==> config.mk <==
export PLATFORM = sky130hd
export DESIGN_NAME = es_diag
export DESIGN_NICKNAME = d
export VERILOG_FILES = /design/src/rtl/es_pkg.sv /design/src/rtl/es_diag.sv
export SDC_FILE = /design/constraint.sdc
export NUM_CORES = 1
export LEC_CHECK = 0
export BUFFER_PORTS_ARGS = -buffer_cell sky130_fd_sc_hd__clkbuf_2
export CORE_AREA = 2 2 39 41
export CTS_CLUSTER_SIZE = 25
export DETAILED_ROUTE_END_ITERATION = 7
export DIE_AREA = 0 0 41 43
export GPL_ROUTABILITY_DRIVEN = 0
export PLACE_DENSITY_LB_ADDON = 0.08
export SLEW_MARGIN = 40
export SYNTH_ARGS = -nofsm -noshare
export SYNTH_HDL_FRONTEND = slang
export SYNTH_SLANG_ARGS = --single-unit
==> constraint.sdc <==
create_clock -name clk -period 2.88 [get_ports clk]
set_clock_uncertainty 0.05 [all_clocks]
set_input_delay 0.144 -clock clk [delete_from_list [all_inputs] [get_ports clk]]
set_output_delay 0.144 -clock clk [all_outputs]
set_load 0.01 [all_outputs]
==> src/rtl/es_pkg.sv <==
package es_pkg;

  typedef enum logic [1:0] {
    DG_IDLE  = 2'd0,
    DG_ARMED = 2'd1,
    DG_CHECK = 2'd2
  } dg_state_e;

  // Next pointer value, wrapping at the buffer depth.
  function automatic int unsigned wrap_inc(input int unsigned p, input int unsigned depth);
    return (p + 1) % depth;
  endfunction

  // Outcome of one compare: differing bits, or a forced failure.
  function automatic logic bit_mismatch(input logic sampled, input logic latched, input logic force_fail);
    return (sampled ^ latched) | force_fail;
  endfunction

endpackage

==> src/rtl/es_diag.sv <==
module es_diag
  import es_pkg::*;
#(
  parameter int unsigned PW = 4
) (
  input  logic          clk,
  input  logic          rst_n,
  input  logic          mark,
  input  logic          wr_en,
  input  logic [PW-1:0] wr_addr,
  input  logic          wr_bit,
  input  logic          rd_en,
  input  logic [PW-1:0] rd_addr,
  input  logic          rd_bit,
  input  logic          self_test,
  input  logic          err_clr,
  output logic [PW-1:0] lat_addr,
  output logic          cap_fire,
  output logic          cmp_fire,
  output logic          hit,
  output logic          busy,
  output logic          err_flag
);
  dg_state_e st_q;
  logic      lat_bit_q;
  logic      samp_q;
  logic      addr_eq;

  assign addr_eq  = (st_q == DG_ARMED) && (rd_addr == lat_addr);
  assign cap_fire = (st_q == DG_IDLE) && mark && wr_en;
  assign cmp_fire = (st_q == DG_CHECK);
  assign hit      = cmp_fire && bit_mismatch(samp_q, lat_bit_q, self_test);
  assign busy     = (st_q != DG_IDLE);

  always_ff @(posedge clk) begin
    if (!rst_n) begin
      st_q      <= DG_IDLE;
      lat_addr  <= '0;
      lat_bit_q <= 1'b0;
      samp_q    <= 1'b0;
    end else begin
      case (st_q)
        DG_IDLE: begin
          if (cap_fire) begin
            lat_addr  <= wr_addr;
            lat_bit_q <= wr_bit;
            st_q      <= DG_ARMED;
          end
        end
        DG_ARMED: begin
          if (addr_eq && rd_en) begin
            samp_q <= rd_bit;
            st_q   <= DG_CHECK;
          end
        end
        DG_CHECK: st_q <= DG_IDLE;
        default:  st_q <= DG_IDLE;
      endcase
    end
  end

  always_ff @(posedge clk) begin
    if (!rst_n)       err_flag <= 1'b0;
    else if (err_clr) err_flag <= 1'b0;
    else if (hit)     err_flag <= 1'b1;
  end
endmodule

Yosys cells after proc, flatten, opt, wreduce, memory -nomap -nowiden. Index checks and enable logic that the tools add are counted.

Bits in registers: 9. Input port bits: 17. Output and inout bits: 9. Word-level logic and storage cells: 27.

Equal/unequal tests: 5. Mux-type cells: 3. Bitwise operators: 3. Reductions and logical operators: 11.

Operators by type and width (number): 2-bit AND reduction (3); 1-bit logical AND (5); 4-bit equality test (1); 2-bit two-way mux (2); 2-bit one-hot mux with 2 select lines (1); 2-bit by 1-bit equality test with 1-bit output (second input constant) (1); 2-bit equality test (second input constant) (1); 2-bit zero test (1); 2-bit by 1-bit != test with 1-bit output (second input constant) (1); 2-bit != test (second input constant) (1); 2-bit nonzero test (1); 2-bit OR reduction (1); 1-bit inverter (1); 1-bit bitwise OR (1); 1-bit bitwise XOR (1).

Longest topological paths before layout.
Depth after elaboration: 5. Depth in mapped cells: 4. Gate-level depth less buffers: 4.

Worst setup path after synthesis. Ideal clock, no wire load.

Path type: flip-flop to flip-flop. Start: register st_q[1]. End: register lat_addr[0]. Setup time: 0.116 ns. Arrival time: 0.996 ns. Required time: 2.714 ns. Slack: 1.718 ns. Cell stages (with the launch flop): 5. Buffers on the path: 0. Period minus slack after synthesis: 1.162 ns. Cells stage by stage: dfxtp_1 or2_4 nor2_8 mux2i_1 nor2b_1.

Word-level cells in the longest chain between the ends: 4.

RTL lines: start, declared (RTL line es_diag.sv:24) `dg_state_e st_q;`; start signal, assigned (RTL line es_diag.sv:37) `st_q <= DG_IDLE;`; start signal, assigned (RTL line es_diag.sv:47) `st_q <= DG_ARMED;`; start signal, assigned (RTL line es_diag.sv:53) `st_q <= DG_CHECK;`; 2-bit zero test (RTL line es_diag.sv:30) `assign cap_fire = (st_q == DG_IDLE) && mark && wr_en;`; 1-bit logical AND (2 in a row) (RTL line es_diag.sv:30); via cap_fire (RTL line es_diag.sv:18) `output logic cap_fire,`; 2-bit AND reduction (no line); end signal, assigned (RTL line es_diag.sv:45) `lat_addr <= wr_addr;`; end, declared (RTL line es_diag.sv:17) `output logic [PW-1:0] lat_addr,`.

The timed path passes the listed nets, and every way through them passes these cells. A chain may end at the register's enable or synchronous reset.

Final worst setup path.
Start: register st_q[1]. End: output cap_fire.

Word-level cells in the longest chain between the ends: 3.

RTL lines (RTL line): 2-bit zero test (es_diag.sv:30); 1-bit logical AND (2 in a row) (es_diag.sv:30); end, declared (es_diag.sv:18).

Every way passes these cells.

==> results.md <==
- Status: finished, final reports clean
- Core Footprint: 1380 um2
- Maximum clock rate: 721 MHz
- Clk buf depth: 2
- Vias/cell: 4.36
- Post-synthesis sequential area ratio: 41.3%
- Root buf cell: clkbuf_4
- Max VDD drop: 0.000248 V
- Post CTS Setup Buffer Count: 0
- Post-synth EDFFs: 0
- Die W: 41 um
- GRT Total Usage: 11.7%
- Initial antenna violation count: 0
- Remaining Overflow, GRT: 0
- Post-Synthesis Cells: 42
- Total power density per cell area: 451 nW/um2
- Fin crit share: 48.2%
- Mean Syn Cell Area: 10.4 um2
- Number of max-cap violations: 0
- Worst-Margin Slew: 0.259 ns
- Ys async rst share: 0%
- IO Port Bufs: 25
- Yosys warning total: 0
- Via count: 379
- FILL cells: 155
- Net Count, Synth: 59
- RSZ-0062 raised after global routing: false
- Post-detailed-route DRC marker count: 0
- Clk slew on worst S/H paths: 0.06 ns
- Final WL: 833 um
- Iter 0 DRT Violations: 3
- Die ar.: 1760 um2
- Fin util: 44.4%
- Ys flop type: dfxtp_1
- Diodes inserted: 0
- Most numerous cell in the Yosys netlist: dfxtp_1
- HP Class: input port to flip-flop
- WL/cell: 9.57 um
- Clk sinks: 9
- WP data required: 2.69 ns
- Final Critical Period: 1.39 ns
- Worst setup SP type: flip-flop
- First-pass GRT wire length: 1330 um
- Cts bufs inserted: 3
- Top cells by count, synth: dfxtp_1, mux2i_1, nor2b_1
- Slowest cell on crit path: dfxtp_1
- Leading area contributor after synthesis: dfxtp_1
- Layout cell share with drive strength beyond 1: 43.7%
- Slowest stage delay, CP: 0.31 ns
- Leak: 0.296 nW
- Post-place setup slack: 1.69 ns
- Critical path fanouts, max: 7
- Final hold vios: 0
- Area Overhead vs Synth: 40.7%
- Nets: 89
- Crit end category: output port
- Max Slew Vio Count: 0
- H-tree Lvls: 1
- Yosys reg bits: 9
- CTS tree: done
- Max_slew headroom: 82.6%
- I/O pin count: 26
- CTS Hold Bufs: 1
- Post-Syn Area: 437 um2
- Min Hold Slack: 0.0645 ns
- FP Rows: 14
- Synth top area share: 41.3%
- Largest net degree at the start of global routing: 12
- CTS resizes: 0
- Die Y: 43 um
- Worst skew pair latency: 0.26 ns
- Antenna Nets Post-Route: 0
- Starting Density: 31.6%
- Pre-antenna DRT Iters: 4
- Setup ws final: 1.49 ns
- Setup TNS: 0 ns
- CP Class: flip-flop to output port
- WP data arrival: 1.19 ns
- Cell variety after synth: 17
- Vias in the first global route: 337
- Final setup violation count: 0
- Power Total: 0.277 mW
- CP Cell Sequence: or2_4 > nor2_8 > clkbuf_2
- Synth top area cells: dfxtp_1, mux2i_1, nor2b_1
## cell usage in the layout (no fill, tap or decap)
| cell | Yosys | layout |
|---|---|---|
| mux2i_1 | 6 | 6 |
| nand2_1 | 5 | 5 |
| nor2_8 | 1 | 1 |
| and2_1 | 1 | 1 |
| nand3_1 | 1 | 1 |
| nor4_4 | 1 | 1 |
| nor3b_1 | 1 | 1 |
| nor2b_1 | 6 | 6 |
| nor2_1 | 1 | 1 |
| dfxtp_1 | 9 | 9 |
| clkbuf_2 | 0 | 25 |
| xnor2_1 | 1 | 1 |
| or2_4 | 1 | 1 |
| xor2_1 | 4 | 4 |
| clkbuf_4 | 0 | 3 |
| dlygate4sd3_1 | 0 | 1 |
| o21a_1 | 1 | 1 |
| o21ai_1 | 1 | 1 |
| and2b_1 | 1 | 1 |
| clkbuf_1 | 1 | 1 |
## worst max-delay path: cells and delay by family (launching register included)
family        cells  cell delay, ns
flops             1            0.31
simple gates      2            0.46
buf+inv           1            0.16
## metal layers
metal  vias up  part of all wire (%)  GRT usage (%)  wire [um]
li1        195                     -              -          -
met1       165                    40           12.1        333
met2        17                    49           17.2        406
met3         2                    10           7.85         84
met4         0                  0.96           6.00          8
met5         -                     0              0          0
## cell type report
| cell class | instances | area [um2] | share of cell area (%) |
|---|---|---|---|
| clock buffers | 4 | 26.3 | 4.28 |
| multi-input cells | 32 | 253 | 41.1 |
| flip-flops and latches | 9 | 180 | 29.3 |
| well taps | 16 | 20.0 | 3.26 |
| repair buffers | 26 | 135 | 22.0 |
## kinds of logic after synthesis
logic type,Yosys count,synth area share (%)
AOI/OAI and AO/OA,2,2.86
xor gates and xnor gates,5,10.0
buffers and inverters,1,0.859
DFF,9,41.3
muxes,6,13.8
and+or+nand+nor,19,31.2
## report_power, final
group          total (mW)  internal [mW]  switching [mW]
combinational      0.0476         0.0249          0.0227
clock              0.0964         0.0533          0.0430
sequential          0.133          0.130         0.00377
total               0.277          0.208          0.0695
## final timing paths
check	startpoint	endpoint	slack [ns]	cells after the start
max	st_q[1]$_SDFFE_PN0P_	cap_fire	1.49	3
min	rd_bit	samp_q$_SDFFE_PN0P_	0.06	3
max reg2reg	st_q[1]$_SDFFE_PN0P_	lat_bit_q$_SDFFE_PN0P_	1.69	4
min reg2reg	samp_q$_SDFFE_PN0P_	samp_q$_SDFFE_PN0P_	0.43	2
## metrics by stage
step,std cells,area (um2)
floorplan,42,437
global placement,82,578
CTS,87,614
global route,87,614
finish,87,614
detailed placement,82,578
## flip-flops by register name, indices dropped and copies added (netlist names)
| name | flops |
|---|---|
| st_q | 2 |
| lat_addr | 4 |
| lat_bit_q | 1 |
| err_flag | 1 |
| samp_q | 1 |
Note: power is estimated with default switching activity, not from simulation.
